==> src/rtl/tmr_pkg.sv <==
package tmr_pkg;
  localparam int unsigned BYTE_W      = 8;
  localparam int unsigned REG_CFG     = 0;
  localparam int unsigned REG_IEN     = 1;
  localparam int unsigned REG_STAT    = 2;
  localparam int unsigned REG_CNT_HI  = 3;
  localparam int unsigned REG_CNT_LO  = 4;
  localparam int unsigned REG_CH_BASE = 5;

  // capture channels occupy byte pairs right after the counter
  function automatic int unsigned cap_hi_addr(int unsigned idx);
    return REG_CH_BASE + 2 * idx;
  endfunction

  // compare channels follow all capture channels
  function automatic int unsigned cmp_hi_addr(int unsigned n_cap, int unsigned idx);
    return REG_CH_BASE + 2 * n_cap + 2 * idx;
  endfunction
endpackage

==> src/rtl/tmr_counter.sv <==
module tmr_counter #(
  parameter int unsigned BYTE_W = 8
) (
  input  logic                  clk,
  input  logic                  rst,
  input  logic                  rd_hi,
  input  logic                  rd_lo,
  output logic [2*BYTE_W-1:0]   cnt,
  output logic                  wrap,
  output logic [BYTE_W-1:0]     lo_view
);
  localparam int unsigned CNT_W = 2 * BYTE_W;

  logic [CNT_W-1:0]  cnt_q;
  logic [BYTE_W-1:0] snap_q;
  logic              snap_vld_q;

  always_ff @(posedge clk) begin
    if (rst) begin
      cnt_q      <= '0;
      snap_q     <= '0;
      snap_vld_q <= 1'b0;
    end else begin
      cnt_q <= cnt_q + 1'b1;
      if (rd_hi) begin
        snap_q     <= cnt_q[BYTE_W-1:0];
        snap_vld_q <= 1'b1;
      end else if (rd_lo) begin
        snap_vld_q <= 1'b0;
      end
    end
  end

  assign cnt     = cnt_q;
  assign wrap    = &cnt_q;
  assign lo_view = snap_vld_q ? snap_q : cnt_q[BYTE_W-1:0];

  p_cnt_step_r2: assert property (@(posedge clk) disable iff (rst)
    !wrap |=> cnt_q == CNT_W'($past(cnt_q) + 1'b1));
  p_wrap_zero_r4: assert property (@(posedge clk) disable iff (rst)
    wrap |=> cnt_q == '0);
  p_snap_hold_r3: assert property (@(posedge clk) disable iff (rst)
    (snap_vld_q && !rd_hi) |=> $stable(snap_q));
endmodule

==> src/rtl/tmr_capture.sv <==
module tmr_capture #(
  parameter int unsigned BYTE_W = 8,
  parameter int unsigned SYNC_N = 2
) (
  input  logic                  clk,
  input  logic                  rst,
  input  logic                  pin,
  input  logic                  rise_sel,
  input  logic [2*BYTE_W-1:0]   cnt,
  input  logic                  rd_hi,
  input  logic                  rd_lo,
  output logic [2*BYTE_W-1:0]   latch,
  output logic                  evt
);
  localparam int unsigned CNT_W = 2 * BYTE_W;

  logic [SYNC_N-1:0] sync_q;
  logic              prev_q;
  logic              lock_q;
  logic [CNT_W-1:0]  latch_q;
  logic              lvl, rise, fall, hit;

  assign lvl  = sync_q[SYNC_N-1];
  assign rise = lvl & ~prev_q;
  assign fall = ~lvl & prev_q;
  assign hit  = rise_sel ? rise : fall;
  assign evt  = hit & ~lock_q;

  always_ff @(posedge clk) begin
    if (rst) begin
      sync_q  <= '0;
      prev_q  <= 1'b0;
      lock_q  <= 1'b0;
      latch_q <= '0;
    end else begin
      sync_q <= {sync_q[SYNC_N-2:0], pin};
      prev_q <= lvl;
      if (rd_hi)      lock_q <= 1'b1;
      else if (rd_lo) lock_q <= 1'b0;
      if (evt) latch_q <= cnt;
    end
  end

  assign latch = latch_q;

  p_cap_frozen_r7: assert property (@(posedge clk) disable iff (rst)
    lock_q |=> $stable(latch_q));
  p_cap_take_r5: assert property (@(posedge clk) disable iff (rst)
    evt |=> latch_q == $past(cnt));
  p_cap_wrong_edge_r6: assert property (@(posedge clk) disable iff (rst)
    (rise_sel && fall) |=> $stable(latch_q));
endmodule

==> src/rtl/tmr_compare.sv <==
module tmr_compare #(
  parameter int unsigned BYTE_W = 8
) (
  input  logic                  clk,
  input  logic                  rst,
  input  logic                  wr_hi,
  input  logic                  wr_lo,
  input  logic [BYTE_W-1:0]     wdata,
  input  logic                  level,
  input  logic [2*BYTE_W-1:0]   cnt,
  output logic [2*BYTE_W-1:0]   val,
  output logic                  out,
  output logic                  evt
);
  localparam int unsigned CNT_W = 2 * BYTE_W;

  logic [CNT_W-1:0] val_q;
  logic             hold_q;
  logic             out_q;

  assign evt = ~hold_q & (cnt == val_q);

  always_ff @(posedge clk) begin
    if (rst) begin
      val_q  <= '0;
      hold_q <= 1'b1;
      out_q  <= 1'b0;
    end else begin
      if (wr_hi) begin
        val_q[CNT_W-1:BYTE_W] <= wdata;
        hold_q                <= 1'b1;
      end else if (wr_lo) begin
        val_q[BYTE_W-1:0] <= wdata;
        hold_q            <= 1'b0;
      end
      if (evt) out_q <= level;
    end
  end

  assign val = val_q;
  assign out = out_q;

  p_cmp_hold_r9: assert property (@(posedge clk) disable iff (rst)
    hold_q |=> $stable(out_q));
  p_cmp_drive_r8: assert property (@(posedge clk) disable iff (rst)
    evt |=> out_q == $past(level));
endmodule

==> src/rtl/cc_timer.sv <==
module cc_timer #(
  parameter int unsigned ADDR_W = 4,
  parameter int unsigned N_CAP  = 2,
  parameter int unsigned N_CMP  = 2,
  parameter int unsigned SYNC_N = 2
) (
  input  logic              clk,
  input  logic              rst,
  input  logic              bus_rd,
  input  logic              bus_wr,
  input  logic [ADDR_W-1:0] bus_addr,
  input  logic [7:0]        bus_wdata,
  output logic [7:0]        bus_rdata,
  input  logic [N_CAP-1:0]  cap_pin,
  output logic [N_CMP-1:0]  cmp_pin,
  output logic              irq
);
  import tmr_pkg::*;

  localparam int unsigned CNT_W    = 2 * BYTE_W;
  localparam int unsigned CFG_W    = N_CAP + N_CMP;
  localparam int unsigned N_FLAG   = N_CAP + N_CMP + 1;
  localparam int unsigned FLAG_OVF = N_CAP + N_CMP;

  logic [CFG_W-1:0]  cfg_q;
  logic [N_FLAG-1:0] ien_q, stat_q, arm_q;
  logic [BYTE_W-1:0] rdata_q, rd_mux;
  logic              irq_q;

  logic [CNT_W-1:0]  cnt;
  logic              wrap;
  logic [BYTE_W-1:0] cnt_lo_view;
  logic              cnt_hi_rd, cnt_lo_rd, stat_rd;

  logic [CNT_W-1:0]  cap_val [N_CAP];
  logic [N_CAP-1:0]  cap_evt, cap_hi_rd, cap_lo_rd;
  logic [CNT_W-1:0]  cmp_val [N_CMP];
  logic [N_CMP-1:0]  cmp_evt, cmp_hi_wr, cmp_lo_wr;

  logic [N_FLAG-1:0] set_v, low_acc;

  assign cnt_hi_rd = bus_rd && (bus_addr == ADDR_W'(REG_CNT_HI));
  assign cnt_lo_rd = bus_rd && (bus_addr == ADDR_W'(REG_CNT_LO));
  assign stat_rd   = bus_rd && (bus_addr == ADDR_W'(REG_STAT));

  tmr_counter #(.BYTE_W(BYTE_W)) u_cnt (
    .clk(clk), .rst(rst), .rd_hi(cnt_hi_rd), .rd_lo(cnt_lo_rd),
    .cnt(cnt), .wrap(wrap), .lo_view(cnt_lo_view)
  );

  for (genvar i = 0; i < N_CAP; i++) begin : g_cap
    assign cap_hi_rd[i] = bus_rd && (bus_addr == ADDR_W'(cap_hi_addr(i)));
    assign cap_lo_rd[i] = bus_rd && (bus_addr == ADDR_W'(cap_hi_addr(i) + 1));
    tmr_capture #(.BYTE_W(BYTE_W), .SYNC_N(SYNC_N)) u_cap (
      .clk(clk), .rst(rst), .pin(cap_pin[i]), .rise_sel(cfg_q[i]),
      .cnt(cnt), .rd_hi(cap_hi_rd[i]), .rd_lo(cap_lo_rd[i]),
      .latch(cap_val[i]), .evt(cap_evt[i])
    );
  end

  for (genvar j = 0; j < N_CMP; j++) begin : g_cmp
    assign cmp_hi_wr[j] = bus_wr && (bus_addr == ADDR_W'(cmp_hi_addr(N_CAP, j)));
    assign cmp_lo_wr[j] = bus_wr && (bus_addr == ADDR_W'(cmp_hi_addr(N_CAP, j) + 1));
    tmr_compare #(.BYTE_W(BYTE_W)) u_cmp (
      .clk(clk), .rst(rst), .wr_hi(cmp_hi_wr[j]), .wr_lo(cmp_lo_wr[j]),
      .wdata(bus_wdata), .level(cfg_q[N_CAP+j]), .cnt(cnt),
      .val(cmp_val[j]), .out(cmp_pin[j]), .evt(cmp_evt[j])
    );
  end

  assign set_v   = {wrap, cmp_evt, cap_evt};
  assign low_acc = {cnt_lo_rd, cmp_lo_wr, cap_lo_rd};

  always_comb begin
    rd_mux = '0;
    if (bus_addr == ADDR_W'(REG_CFG))    rd_mux = BYTE_W'(cfg_q);
    if (bus_addr == ADDR_W'(REG_IEN))    rd_mux = BYTE_W'(ien_q);
    if (bus_addr == ADDR_W'(REG_STAT))   rd_mux = BYTE_W'(stat_q);
    if (bus_addr == ADDR_W'(REG_CNT_HI)) rd_mux = cnt[CNT_W-1:BYTE_W];
    if (bus_addr == ADDR_W'(REG_CNT_LO)) rd_mux = cnt_lo_view;
    for (int i = 0; i < N_CAP; i++) begin
      if (bus_addr == ADDR_W'(cap_hi_addr(i)))     rd_mux = cap_val[i][CNT_W-1:BYTE_W];
      if (bus_addr == ADDR_W'(cap_hi_addr(i) + 1)) rd_mux = cap_val[i][BYTE_W-1:0];
    end
    for (int j = 0; j < N_CMP; j++) begin
      if (bus_addr == ADDR_W'(cmp_hi_addr(N_CAP, j)))     rd_mux = cmp_val[j][CNT_W-1:BYTE_W];
      if (bus_addr == ADDR_W'(cmp_hi_addr(N_CAP, j) + 1)) rd_mux = cmp_val[j][BYTE_W-1:0];
    end
  end

  always_ff @(posedge clk) begin
    if (rst) begin
      cfg_q   <= '0;
      ien_q   <= '0;
      stat_q  <= '0;
      arm_q   <= '0;
      rdata_q <= '0;
      irq_q   <= 1'b0;
    end else begin
      if (bus_wr && bus_addr == ADDR_W'(REG_CFG)) cfg_q <= bus_wdata[CFG_W-1:0];
      if (bus_wr && bus_addr == ADDR_W'(REG_IEN)) ien_q <= bus_wdata[N_FLAG-1:0];
      stat_q <= (stat_q & ~(arm_q & low_acc)) | set_v;
      arm_q  <= stat_rd ? stat_q : (arm_q & ~low_acc);
      if (bus_rd) rdata_q <= rd_mux;
      irq_q <= |(stat_q & ien_q);
    end
  end

  assign bus_rdata = rdata_q;
  assign irq       = irq_q;

  p_rdata_hold_r1: assert property (@(posedge clk) disable iff (rst)
    !bus_rd |=> $stable(bus_rdata));
  p_ovf_clear_r10: assert property (@(posedge clk) disable iff (rst)
    $fell(stat_q[FLAG_OVF]) |-> $past(arm_q[FLAG_OVF] && cnt_lo_rd));
  p_irq_quiet_r11: assert property (@(posedge clk) disable iff (rst)
    (ien_q == '0) |=> !irq_q);
  p_ovf_set_r4: assert property (@(posedge clk) disable iff (rst)
    wrap |=> stat_q[FLAG_OVF]);
endmodule

==> config.mk <==
export PLATFORM = sky130hd
export DESIGN_NAME = cc_timer
export DESIGN_NICKNAME = d
export VERILOG_FILES = /design/src/rtl/tmr_pkg.sv /design/src/rtl/tmr_counter.sv /design/src/rtl/tmr_capture.sv /design/src/rtl/tmr_compare.sv /design/src/rtl/cc_timer.sv
export SDC_FILE = /design/constraint.sdc
export NUM_CORES = 1
export LEC_CHECK = 0
export ABC_AREA = 0
export BUFFER_PORTS_ARGS = -buffer_cell sky130_fd_sc_hd__buf_2
export CORE_MARGIN = 2
export CORE_UTILIZATION = 39
export DETAILED_ROUTE_END_ITERATION = 8
export PLACE_DENSITY_LB_ADDON = 0.08
export SLEW_MARGIN = 20
export SYNTH_ARGS = -nofsm -noshare
export SYNTH_HDL_FRONTEND = slang
export SYNTH_SLANG_ARGS = --single-unit
==> constraint.sdc <==
create_clock -name clk -period 1.9 [get_ports clk]
set_clock_uncertainty 0.15 [all_clocks]
set_input_delay 0.095 -clock clk [delete_from_list [all_inputs] [get_ports clk]]
set_output_delay 0.095 -clock clk [all_outputs]
set_load 0.01 [all_outputs]
==> out/results.txt <==
crit end category - flip-flop
worst hold slack - 0.0542 ns
Via density - 5.43
DR DRC count - 0
total number of vias - 5617
Syn Std Cell Area - 6300 um^2
Final nets - 824
setup bufs post-CTS - 0
PD cells - 859 nW/um^2
GRT Overall Usage - 26.2%
Critical R2R Launch - u_cnt.cnt[8]$_SDFF_PP0_
met3 usage - 5.56%
internal cell power - 5.06 mW
DIE AREA - 17200 um^2
non-filler cells, final - 1034
initial antenna violation count - 0
Setup-failing EPs final - 0
Hold Path Class - in -> reg
Starting DRT DRC Count - 404
RSZ-0062 raised after global routing - yes
cts bufs inserted - 17
wire per inst - 20.7 um
I/O pin total - 29
Synth warnings - 0
antenna viol nets, final - 0
Initial DRT Pass Iterations - 7
die width - 131 um
gpl congestion - 0.886
clk slew on worst S/H paths - 0.06 ns
max cap viols - 0
Placement Rows - 46
GRT Max-Usage Layer - met2
Post-synth top flop - dfxtp_1
Final WS setup - 0.0424 ns
Final HPWL DP - 15.6 mm
min-delay src - bus_wr
n_diodes - 0
Clk pwr share - 50.6%
Worst Setup SP - u_cnt.cnt[8]$_SDFF_PP0_
share of cells above drive strength 1 - 22.2%
Post-synth EDFFs - 0
Max Transition Viols Final - 0
power share of the combinational group - 8.3%
first-pass GRT wire length - 32.7 mm
LEAKAGE - 3.24 nW
worst-skew pair later-pin latency - 0.43 ns
syn_nets - 741
CTS tree - done
switching share of total power - 25.2%
top achievable clock speed - 538 MHz
Post-Route WL - 21.4 mm
met2 Track Usage GR - 41.8%
min cycle time layout - 1.86 ns
Crit Path Max Fanout - 4
die height - 131 um
Unique masters post-synth - 65
Max rail drop VDD - 0.000922 V
crit share post-route - 97.8%
outcome - finished clean
setup TNS - 0 ns
Slew headroom - 67.6%
WP data required - 2.07 ns
Sequential Power Share - 41.1%
Mean Syn Cell Area - 8.72 um^2
WP data arrival - 2.03 ns
switching power - 1.70 mW
Hold Vio Cnt, Final - 0
Synth Instances - 722
share of the yosys chip area belonging to registers - 41.0%
flops & latches, synth - 129
synthesis-to-finish area growth - 25.0%
Starting Density - 39.8%
placed cells - 988
core region area - 15800 um^2
async set or reset register ratio after synthesis - 0%
Tot Pwr - 6.76 mW
Max H-tree Level - 4
largest net degree at the start of global routing - 57
Slew @ Worst Pin - 0.485 ns
GR Util met1 - 35.1%
Setup Crit Path Kind - reg -> reg
clock sinks - 129
commonest non-fill, non-tap cells in the layout - dfxtp_1, nand2_1, nor2_1
worst-case clock buffer depth - 2
pre-CTS WS - -0.102 ns
GRT Residual Overflow - 0
vias in the first global route - 5477
Worst Setup Start Kind - flip-flop
commonest non-fill, non-tap cell in the layout - dfxtp_1
IO Port Bufs - 28
root buf cell - clkbuf_16
worst max-delay path, cell delays in order (launching register included):
cell and delay [ns]:
dfxtp_2 0.34, buf_4 0.16, xor2_1 0.18, nor4_2 0.16, nand3_1 0.13, or4_4 0.48, mux2i_1 0.14
state kept, by name (all words and copies together) (netlist names), 2 cells and up:
signal,count
g_cap.u_cap.prev_q,2
stat_q,5
cfg_q,4
arm_q,5
u_cnt.snap_q,8
g_cmp.u_cmp.val,32
g_cap.u_cap.latch,32
bus_rdata,8
g_cap.u_cap.lock_q,2
u_cnt.cnt,16
g_cap.u_cap.sync_q,4
ien_q,5
g_cmp.u_cmp.out,2
g_cmp.u_cmp.hold_q,2
cells by family after synthesis:
logic type	synth area share (%)
AO/OA/AOI/OAI	12.3
XOR/XNOR	6.12
buffers and inverters	5.68
AND/OR/NAND/NOR	20.7
flip-flops	41.0
adder cells (fa/ha/maj)	0.199
multiplexers	14.0
path summary, 6_finish.rpt:
path         slack [ns]                                   to  cells after the start
max                0.04      g_cmp[0].u_cmp.out$_SDFFE_PP0P_                      6
min                0.05   g_cmp[0].u_cmp.val[1]$_SDFFE_PP0P_                      4
max reg2reg        0.04      g_cmp[0].u_cmp.out$_SDFFE_PP0P_                      6
min reg2reg        0.28  g_cap[0].u_cap.sync_q[1]$_SDFF_PP0_                      1
synth_stat cells, types with 3 or more instances:
cell | number | share of area (%)
nor4_2 | 3 | 0.60
a211oi_1 | 3 | 0.36
a31oi_1 | 6 | 0.60
a21oi_1 | 54 | 4.3
nand3_1 | 20 | 1.6
nor3_1 | 14 | 1.1
xnor2_1 | 15 | 2.1
mux2i_1 | 72 | 11
buf_6 | 6 | 1.1
a32o_1 | 3 | 0.48
nand2_1 | 90 | 5.4
a221oi_1 | 3 | 0.42
dfxtp_1 | 129 | 41
o22ai_1 | 4 | 0.40
and3_1 | 4 | 0.40
nor2b_1 | 16 | 1.6
buf_4 | 9 | 1.1
nand3b_1 | 6 | 0.72
mux2_2 | 8 | 1.4
xor2_1 | 29 | 4.0
nand4_1 | 8 | 0.79
clkbuf_1 | 27 | 1.6
mux4_2 | 3 | 1.1
o21ai_0 | 18 | 1.4
buf_2 | 19 | 1.5
inv_1 | 5 | 0.30
nor2_1 | 88 | 5.2
nand2b_1 | 9 | 0.89
metrics by stage:
| stage | utilization, % | cell area, um^2 |
|---|---|---|
| 2_1_floorplan | - | 6300 |
| 3_3_place_gp | 44.8 | 7080 |
| 3_5_place_dp | 44.8 | 7080 |
| 4_1_cts | 49.5 | 7840 |
| 5_1_grt | 49.7 | 7870 |
| 6_report | 49.7 | 7870 |
routing by layer:
metal	share of wire, %	vias up	wire (um)
met2	46	184	9880
met1	45	2731	9710
li1	-	2669	-
met3	6.1	33	1300
met5	0	-	0
met4	2.3	0	482
what timing repair did:
| action | 4_1_cts | 5_1_grt |
|---|---|---|
| setup endpoints to repair | 5 | 7 |
| endpoints found under the hold margin | 57 | 0 |
| pin swaps | 0 | 4 |
| hold buffers | 14 | 0 |
| gates resized for setup | 4 | 13 |
power by group through the flow:
stage	logic [mW]	registers [mW]	clock network [mW]
after global routing	0.603	2.78	3.58
final	0.562	2.78	3.42
after detailed placement	0.527	2.84	0
after global placement	0.526	2.84	0
after floorplan	0.304	2.83	0
after CTS	0.552	2.78	3.46
layout make-up:
cell class	count	area [um^2]
well taps	216	270
repair buffers	127	996
clock inverters	14	179
inverters	5	18.8
flip-flops and latches	129	2600
fillers	1491	7960
multi-input cells	525	3380
clock buffers	18	429
No activity file was read; power rests on OpenSTA's default activity.
